## src/rtl/rhp_pkg.sv

```systemverilog
package rhp_pkg;
  // bit positions inside the command nibble at the control address
  localparam int CMD_PAGE_BIT = 3;
  localparam int CMD_B2       = 2;
  localparam int CMD_B1       = 1;
  localparam int CMD_B0       = 0;

  typedef enum logic {
    PAGE_CLOCK = 1'b0,
    PAGE_TIMER = 1'b1
  } cmd_page_e;
endpackage

```

## src/rtl/rhp_sample.sv

```systemverilog
module rhp_sample #(
  parameter int ADDR_W = 3,
  parameter int DATA_W = 8
) (
  input  logic              clk,
  input  logic              rst_n,
  input  logic              cs1_n,
  input  logic              cs2,
  input  logic              rd_n,
  input  logic              wr_n,
  input  logic [ADDR_W-1:0] addr,
  input  logic [DATA_W-1:0] d_in,
  output logic              sel_now,
  output logic              rd_now,
  output logic              wr_idle_now,
  output logic [ADDR_W-1:0] addr_now,
  output logic              wr_evt,
  output logic [ADDR_W-1:0] evt_addr,
  output logic [DATA_W-1:0] evt_data
);
  // stage one: current bus sample
  logic              s1_cs1_n, s1_cs2, s1_rd_n, s1_wr_n;
  logic [ADDR_W-1:0] s1_addr;
  logic [DATA_W-1:0] s1_data;
  // stage two: bus as it was one clock earlier (still inside the low WR phase)
  logic              s2_cs1_n, s2_cs2, s2_wr_n;
  logic [ADDR_W-1:0] s2_addr;
  logic [DATA_W-1:0] s2_data;

  always_ff @(posedge clk or negedge rst_n) begin
    if (!rst_n) begin
      s1_cs1_n <= 1'b1;
      s1_cs2   <= 1'b0;
      s1_rd_n  <= 1'b1;
      s1_wr_n  <= 1'b1;
      s1_addr  <= '0;
      s1_data  <= '0;
      s2_cs1_n <= 1'b1;
      s2_cs2   <= 1'b0;
      s2_wr_n  <= 1'b1;
      s2_addr  <= '0;
      s2_data  <= '0;
    end else begin
      s1_cs1_n <= cs1_n;
      s1_cs2   <= cs2;
      s1_rd_n  <= rd_n;
      s1_wr_n  <= wr_n;
      s1_addr  <= addr;
      s1_data  <= d_in;
      s2_cs1_n <= s1_cs1_n;
      s2_cs2   <= s1_cs2;
      s2_wr_n  <= s1_wr_n;
      s2_addr  <= s1_addr;
      s2_data  <= s1_data;
    end
  end

  always_comb begin
    sel_now     = !s1_cs1_n && s1_cs2;
    rd_now      = !s1_rd_n;
    wr_idle_now = s1_wr_n;
    addr_now    = s1_addr;
    // rising WR: high now, low one sample ago; qualify with the older sample
    wr_evt      = s1_wr_n && !s2_wr_n && !s2_cs1_n && s2_cs2;
    evt_addr    = s2_addr;
    evt_data    = s2_data;
  end
endmodule

```

## src/rtl/rhp_ctrl.sv

```systemverilog
module rhp_ctrl
  import rhp_pkg::*;
#(
  parameter int DATA_W = 8
) (
  input  logic                clk,
  input  logic                rst_n,
  input  logic                ctrl_evt,
  input  logic [DATA_W-1:0]   evt_data,
  input  logic                osc_running,
  output logic [DATA_W/2-1:0] mode,
  output logic                clk_adjust_p,
  output logic                clk_reset_p,
  output logic                clk_stop,
  output logic                int_reset_p,
  output logic                int_stop,
  output logic                tp_disable,
  output logic                osc_flag
);
  localparam int NIB_W = DATA_W / 2;

  cmd_page_e        page;
  logic             clk_hit, tmr_hit;
  logic [NIB_W-1:0] mode_q, mode_nx;
  logic             adj_q, adj_nx, crst_q, crst_nx, cstop_q, cstop_nx;
  logic             irst_q, irst_nx, istop_q, istop_nx, tpdis_q, tpdis_nx;
  logic             osc_q, osc_nx;

  always_comb begin
    page    = cmd_page_e'(evt_data[CMD_PAGE_BIT]);
    clk_hit = ctrl_evt && (page == PAGE_CLOCK);
    tmr_hit = ctrl_evt && (page == PAGE_TIMER);

    mode_nx  = ctrl_evt ? evt_data[DATA_W-1 -: NIB_W] : mode_q;

    adj_nx   = clk_hit && evt_data[CMD_B2];
    crst_nx  = clk_hit && evt_data[CMD_B1];
    cstop_nx = clk_hit ? evt_data[CMD_B0] : cstop_q;

    tpdis_nx = tmr_hit ? evt_data[CMD_B2] : tpdis_q;
    irst_nx  = tmr_hit && evt_data[CMD_B1];
    istop_nx = tmr_hit ? evt_data[CMD_B0] : istop_q;

    // a stopped oscillator wins over a reset command in the same cycle
    if (!osc_running)  osc_nx = 1'b0;
    else if (crst_nx)  osc_nx = 1'b1;
    else               osc_nx = osc_q;
  end

  always_ff @(posedge clk or negedge rst_n) begin
    if (!rst_n) begin
      mode_q  <= '0;
      adj_q   <= 1'b0;
      crst_q  <= 1'b0;
      cstop_q <= 1'b0;
      irst_q  <= 1'b0;
      istop_q <= 1'b0;
      tpdis_q <= 1'b0;
      osc_q   <= 1'b0;
    end else begin
      mode_q  <= mode_nx;
      adj_q   <= adj_nx;
      crst_q  <= crst_nx;
      cstop_q <= cstop_nx;
      irst_q  <= irst_nx;
      istop_q <= istop_nx;
      tpdis_q <= tpdis_nx;
      osc_q   <= osc_nx;
    end
  end

  assign mode         = mode_q;
  assign clk_adjust_p = adj_q;
  assign clk_reset_p  = crst_q;
  assign clk_stop     = cstop_q;
  assign int_reset_p  = irst_q;
  assign int_stop     = istop_q;
  assign tp_disable   = tpdis_q;
  assign osc_flag     = osc_q;
endmodule

```

## src/rtl/rhp_rdmux.sv

```systemverilog
module rhp_rdmux #(
  parameter int ADDR_W  = 3,
  parameter int DATA_W  = 8,
  parameter int NUM_CNT = 7
) (
  input  logic [ADDR_W-1:0]         addr,
  input  logic [NUM_CNT*DATA_W-1:0] cnt_rdata,
  input  logic [DATA_W-1:0]         status,
  output logic [DATA_W-1:0]         rdata
);
  always_comb begin
    if (int'(addr) >= NUM_CNT) rdata = status;
    else                       rdata = cnt_rdata[int'(addr)*DATA_W +: DATA_W];
  end
endmodule

```

## src/rtl/rtc_host_port.sv

```systemverilog
module rtc_host_port #(
  parameter int ADDR_W = 3,
  parameter int DATA_W = 8,
  localparam int NUM_CNT = (1 << ADDR_W) - 1,
  localparam int NIB_W   = DATA_W / 2
) (
  input  logic                      clk,
  input  logic                      rst_n,
  input  logic                      cs1_n,
  input  logic                      cs2,
  input  logic                      rd_n,
  input  logic                      wr_n,
  input  logic [ADDR_W-1:0]         addr,
  input  logic [DATA_W-1:0]         d_in,
  output logic [DATA_W-1:0]         d_out,
  output logic                      d_oe,
  input  logic [NUM_CNT*DATA_W-1:0] cnt_rdata,
  output logic [NUM_CNT-1:0]        cnt_wr,
  output logic [DATA_W-1:0]         cnt_wdata,
  input  logic                      busy,
  input  logic                      osc_running,
  input  logic                      tp_level,
  output logic [NIB_W-1:0]          mode,
  output logic                      clk_adjust_p,
  output logic                      clk_reset_p,
  output logic                      clk_stop,
  output logic                      int_reset_p,
  output logic                      int_stop,
  output logic                      tp_disable,
  output logic                      tp_pin_low
);
  localparam logic [ADDR_W-1:0] CTRL_ADDR = ADDR_W'(NUM_CNT);

  // reset: asynchronous assert, synchronous release
  logic rst_meta, rst_int_n;
  always_ff @(posedge clk or negedge rst_n) begin
    if (!rst_n) begin
      rst_meta  <= 1'b0;
      rst_int_n <= 1'b0;
    end else begin
      rst_meta  <= 1'b1;
      rst_int_n <= rst_meta;
    end
  end

  logic              sel_now, rd_now, wr_idle_now, wr_evt, ctrl_evt, osc_flag;
  logic [ADDR_W-1:0] addr_now, evt_addr;
  logic [DATA_W-1:0] evt_data, rdata, status;

  rhp_sample #(.ADDR_W(ADDR_W), .DATA_W(DATA_W)) u_sample (
    .clk         (clk),
    .rst_n       (rst_int_n),
    .cs1_n       (cs1_n),
    .cs2         (cs2),
    .rd_n        (rd_n),
    .wr_n        (wr_n),
    .addr        (addr),
    .d_in        (d_in),
    .sel_now     (sel_now),
    .rd_now      (rd_now),
    .wr_idle_now (wr_idle_now),
    .addr_now    (addr_now),
    .wr_evt      (wr_evt),
    .evt_addr    (evt_addr),
    .evt_data    (evt_data)
  );

  assign ctrl_evt = wr_evt && (evt_addr == CTRL_ADDR);

  rhp_ctrl #(.DATA_W(DATA_W)) u_ctrl (
    .clk          (clk),
    .rst_n        (rst_int_n),
    .ctrl_evt     (ctrl_evt),
    .evt_data     (evt_data),
    .osc_running  (osc_running),
    .mode         (mode),
    .clk_adjust_p (clk_adjust_p),
    .clk_reset_p  (clk_reset_p),
    .clk_stop     (clk_stop),
    .int_reset_p  (int_reset_p),
    .int_stop     (int_stop),
    .tp_disable   (tp_disable),
    .osc_flag     (osc_flag)
  );

  // per-byte counter write strobes
  logic [NUM_CNT-1:0] cnt_wr_nx, cnt_wr_q;
  logic [DATA_W-1:0]  wdata_nx, wdata_q;

  for (genvar i = 0; i < NUM_CNT; i++) begin : g_wr
    always_comb cnt_wr_nx[i] = wr_evt && (evt_addr == ADDR_W'(i));
  end

  always_comb wdata_nx = wr_evt ? evt_data : wdata_q;

  always_ff @(posedge clk or negedge rst_int_n) begin
    if (!rst_int_n) begin
      cnt_wr_q <= '0;
      wdata_q  <= '0;
    end else begin
      cnt_wr_q <= cnt_wr_nx;
      wdata_q  <= wdata_nx;
    end
  end

  assign cnt_wr    = cnt_wr_q;
  assign cnt_wdata = wdata_q;

  // read side
  assign status = {mode, {(NIB_W-3){1'b0}}, tp_level, osc_flag, busy};

  rhp_rdmux #(.ADDR_W(ADDR_W), .DATA_W(DATA_W), .NUM_CNT(NUM_CNT)) u_rdmux (
    .addr      (addr_now),
    .cnt_rdata (cnt_rdata),
    .status    (status),
    .rdata     (rdata)
  );

  assign d_oe       = sel_now && rd_now && wr_idle_now;
  assign d_out      = d_oe ? rdata : '0;
  assign tp_pin_low = tp_level && !tp_disable;
endmodule

```

## config.mk

```make
export PLATFORM = sky130hd
export DESIGN_NAME = rtc_host_port
export DESIGN_NICKNAME = d
export VERILOG_FILES = /design/src/rtl/rhp_pkg.sv /design/src/rtl/rhp_sample.sv /design/src/rtl/rhp_ctrl.sv /design/src/rtl/rhp_rdmux.sv /design/src/rtl/rtc_host_port.sv
export SDC_FILE = /design/constraint.sdc
export NUM_CORES = 1
export LEC_CHECK = 0
export ABC_CLOCK_PERIOD_IN_PS = 5000
export CORE_MARGIN = 2
export CORE_UTILIZATION = 55
export DETAILED_ROUTE_END_ITERATION = 8
export DONT_BUFFER_PORTS = 1
export PLACE_DENSITY = 0.71
export SLEW_MARGIN = 5
export SYNTH_ARGS = -nofsm -noshare
export SYNTH_HDL_FRONTEND = slang
export SYNTH_HIERARCHICAL = 1
export SYNTH_SLANG_ARGS = --single-unit
```

## constraint.sdc

```tcl
create_clock -name clk -period 5 [get_ports clk]
set_clock_uncertainty 0.15 [all_clocks]
set_input_delay 0.5 -clock clk [delete_from_list [all_inputs] [get_ports clk]]
set_output_delay 0.5 -clock clk [all_outputs]
set_load 0.05 [all_outputs]
```

* Yosys cells after proc, flatten, opt, wreduce, memory -nomap -nowiden
Index checks and enable logic that the tools add are counted.
Operators by class: order comparisons 1, equal/unequal tests 8, shift-type cells 1, multiplexer cells 4, bitwise logic cells 1, reduce and logical (&&, ||, !) cells 26
Operators by type and width (count):
- $shiftx A56 B7 Y8 | 1
- $logic_and A1 B1 Y1 | 20
- $mux W8 | 2
- $eq A3 B3 Y1 const B | 4
- $eq A3 B2 Y1 const B | 2
- $logic_not A1 Y1 | 5
- $eq A3 B1 Y1 const B | 1
- $ge A3 B3 Y1 const B | 1
- $logic_not A3 Y1 | 1
- $mux W1 | 2
- $ne A2 B1 Y1 const B | 1
- $not A1 Y1 | 1
Word-level totals: flip-flop bits (word level) 57, input bits 76, output and inout port bits 35

* Logic depth before layout (Yosys ltp)
word-level depth 9, gate-level depth with buffers 7, mapped depth without buffers 4

* By module
The synthesis kept the hierarchy.
Modules (own cells, without submodules):
- rhp_sample | times used 1, cells each 32, area each 754.5 um^2
- rtc_host_port | times used 1, cells each 47, area each 730.7 um^2
- rhp_rdmux | times used 1, cells each 29, area each 554.3 um^2
- rhp_ctrl | times used 1, cells each 26, area each 432.9 um^2

* Worst setup path after synthesis
Ideal clock, no wire load.
path type reg2out, start register u_sample.s1_addr[1] (netlist: u_sample/addr_now[1]), end output d_out[0], arrival time 1737 ps, data required time 4350 ps, setup slack 2613 ps, stages on the path, launching flop included 6, path buffers 2, cell sequence dfrtp_1 > buf_6 > buf_12 > mux4_1 > mux2_2 > and4_1
Between the ends: word-level cells in the longest chain between the ends 3
RTL lines:
- start, declared | line rhp_sample.sv:23 | logic [ADDR_W-1:0] s1_addr;
- start signal, assigned | line rhp_sample.sv:48 | s1_addr <= addr;
- $shiftx A56 B7 Y8 or $ge A3 B3 Y1 (tied branches) | line rhp_rdmux.sv:13, rhp_rdmux.sv:12
- $mux W8 * | line rhp_rdmux.sv:12 | if (int'(addr) >= NUM_CNT) rdata = status;
- named net rdata[0] | line rtc_host_port.sv:48 | logic [DATA_W-1:0] evt_data, rdata, status;
- $mux W8 * | line rtc_host_port.sv:120 | assign d_out = d_oe ? rdata : '0;
- end, declared | line rtc_host_port.sv:15 | output logic [DATA_W-1:0] d_out,
The timed path passes the listed nets; every way through them passes the cells marked *.

* Final worst setup path
start register u_sample.s1_addr[1] (netlist: u_sample/addr_now[1]), end output d_out[5]
The elaborated chain is that of the path after synthesis.

==> impl_metrics.json <==
{
  "status": "finished, final reports clean",
  "die_h_microns": 71.0,
  "final_cell_area_sq_um": 2680,
  "maxSlewViolCount": 0,
  "crit_path_start_kind": "flop",
  "vias": 1271,
  "antenna_found_initial": 0,
  "finalCritPeriodShare_pct": 63.1,
  "grt_usage_pct": 19.5,
  "ys_dominant_reg_cell": "dfrtp_1",
  "wirelength_microns": 4700,
  "rr_startpoint": "u_sample/wr_idle_now$_DFF_PN1_",
  "core_sq_um": 4350,
  "synth.most_common_cell": "dfrtp_1",
  "rows": 24,
  "timing.fmax_mhz": 317,
  "peakVddDrop_v": 0.000266,
  "yosys.area.top_type": "dfrtp_1",
  "hold_class": "input pin to flop",
  "worstPathCellList": "mux4_1 > mux2_2 > and4_1",
  "clkLatencyLatePin_ns": 0.32,
  "grt_setup_unrepaired": "false",
  "timing_hold_violations_final": 0,
  "ant_nets": 0,
  "start_util_pct": 56.8,
  "syn-cell-area_sq_um": 2470,
  "cpMaxStageDelayCell": "dfrtp_1",
  "yosys_warnings": 6,
  "synth_common_cells": "dfrtp_1 (52), mux2_2 (18), mux4_1 (16)",
  "slew_headroom_pct": 24.6,
  "p_switching_mw": 0.309,
  "synthTopCellsByArea": "dfrtp_1 (53%), mux4_1 (17%), mux2_2 (8.2%)",
  "ys_ff_latch": 57,
  "synth_edf_count": 0,
  "comb_power_share_pct": 6.7,
  "drcViolationCount": 0,
  "syn-num-nets": 210,
  "cpPeakStageDelay_ns": 0.84,
  "p_int_mw": 0.785,
  "cts_made_buffers": 9,
  "drive_gt1_share_pct": 35.9,
  "multiInputGateArea_sq_um": 951,
  "cts_tree": "done",
  "grt_pass1_vias": 1366,
  "io_pins": 111,
  "dp_hpwl_microns": 3220,
  "cp_max_fo": 17,
  "grt_max_degree": 56,
  "synth_sequential_area_ratio_pct": 57.9,
  "cpLargestDelayFamily": "multiplexers",
  "io_buffers": 0,
  "syn2layout_area_growth_pct": 8.55,
  "worst_pin_slew_ns": 1.13,
  "swShare_pct": 28.2,
  "post-cts-setup-buffer-count": 0,
  "die_w_microns": 71.0,
  "grt_pass1_wl_microns": 7160,
  "finalSetupViolCount": 0,
  "drt-wirelength-per-cell_microns": 23.8,
  "place.gp.congestion": 0.798,
  "setup-tns-final_ns": 0,
  "drtIter0Drc": 61,
  "vias_per_cell": 6.45,
  "root_buffer": "clkbuf_8",
  "numClockSinks": 57,
  "dieArea_sq_um": 5050,
  "crit_buf_inv": 0,
  "arrival_ns": 2.51,
  "cts-resized-gates": 0,
  "syn_avg_cell_area_sq_um": 18.5,
  "htreeDepth": 3,
  "min_from": "cs1_n",
  "fin_crit_ns": 3.16,
  "cellLeakagePower_nw": 1.22,
  "nFillCells": 335,
  "clkTransAtPathRegs_ns": 0.06,
  "clockBufferDepth": 2,
  "async_reset_ff_share_pct": 100,
  "clockPowerShare_pct": 37.7,
  "crit_type": "flop to primary output",
  "maxCapViolations": 0,
  "worstSetupEndpointType": "primary output",
  "crit_required_ns": 4.35,
  "gr-total-overflow": 0,
  "synthCells": 134,
  "ys_types": 25,
  "postPlaceCellArea_sq_um": 2460,
  "startpoint": "u_sample/addr_now[1]$_DFF_PN0_",
  "fin_nets": 216,
  "p_per_area_nw_per_um2": 408,
  "first_pass_iters": 4,
  "seq_area_sq_um": 1430,
  "antenna_cells": 0,
  "p_seq_share_pct": 55.6,
  "yosysTopAreaCellShare_pct": 52.6
}
==> worst register-to-register path, stage by stage (launching register included) <==
cell and delay (ns):
dfstp_2 0.63, and4bb_2 0.54, and4_1 0.57, nand2_4 0.10, mux2_4 0.31
==> sequential cells by signal (all words and copies together) (netlist names), 3 cells and up <==
signal,flops
cnt_wdata,8
cnt_wr,7
u_ctrl/mode,4
u_sample/addr_now,3
u_sample/evt_addr,3
u_sample/evt_data,8
u_sample/s1_data,8
==> metrics by stage <==
stage / util (%) / cells / hold slack [ns] / power [mW] / setup WS [ns]
2_1_floorplan: - / 134 / 0.0544 / 0.673 / 2.61
3_3_place_gp: 56.4 / 178 / 0.0545 / 0.683 / 2.26
4_1_cts: 61.6 / 197 / 0.00887 / 1.11 / 1.83
3_5_place_dp: 56.4 / 178 / 0.0545 / 0.689 / 2.19
6_report: 61.6 / 197 / 0.0288 / 1.09 / 1.84
5_1_grt: 61.6 / 197 / 0.00547 / 1.14 / 1.75
==> cell type report <==
class | count | area share [%]
sequential | 57 | 53.4
tap | 52 | 2.42
multi-input combinational | 67 | 35.4
clock inverter | 5 | 2.05
inverter | 2 | 0.280
timing repair buffer | 3 | 1.12
clock buffer | 11 | 5.27
==> metal layers <==
| metal | global-route usage (%) | share of wire (%) | vias to the layer above |
|---|---|---|---|
| met3 | 10.1 | 11 | 4 |
| met4 | 6.92 | 0.81 | 0 |
| li1 | - | - | 538 |
| met2 | 32.3 | 52 | 72 |
| met5 | 0 | 0 | - |
| met1 | 21.8 | 36 | 657 |
==> cells by family after synthesis <==
group	Yosys count	share of synthesized area, %
multiplexers	39	28.2
AND/OR/NAND/NOR	25	9.62
AO/OA/AOI/OAI	1	0.304
other	2	0.304
flip-flops	57	57.9
buffers and inverters	10	3.59
==> worst paths after layout <==
path                       depth (start not counted)  slack (ns)                              to
max                                                3        1.84                        d_out[5]
min                                                0        0.03     u_sample/s1_cs1_n$_DFF_PN1_
max reg2reg                                        4        2.58     u_ctrl/int_stop$_DFFE_PN0P_
min reg2reg                                        0        0.20  u_sample/evt_data[6]$_DFF_PN0_
max in group asynchronous                          0        3.66       u_sample/s1_cs2$_DFF_PN0_
min in group asynchronous                          1        0.26              rst_meta$_DFF_PN0_
==> cells in the final DEF, fill, tap and decap left out, types with 2 or more instances in the layout <==
cell type,count
and4_1,9
clkinvlp_4,2
nor2b_1,2
clkinv_2,2
dlygate4sd3_1,3
conb_1,2
mux4_1,16
inv_1,2
clkbuf_8,10
and4bb_2,4
dfrtp_1,51
mux2_2,18
mux2_4,5
dfstp_2,5
and4b_1,3
==> power by group through the flow <==
| stage | logic (mW) | clock network (mW) | registers [mW] |
|---|---|---|---|
| finish | 0.0734 | 0.413 | 0.608 |
| global route | 0.0786 | 0.447 | 0.615 |
| detailed placement | 0.0713 | 0 | 0.618 |
| global placement | 0.0682 | 0 | 0.615 |
| CTS | 0.0739 | 0.428 | 0.609 |
| floorplan | 0.0725 | 0 | 0.601 |
==> repair_timing <==
| item | in CTS | in global routing |
|---|---|---|
| hold endpoints to repair | 4 | 0 |
| hold buffers | 3 | 0 |
| setup endpoints to repair | 0 | 0 |
No activity file was read; power rests on OpenSTA's default activity.
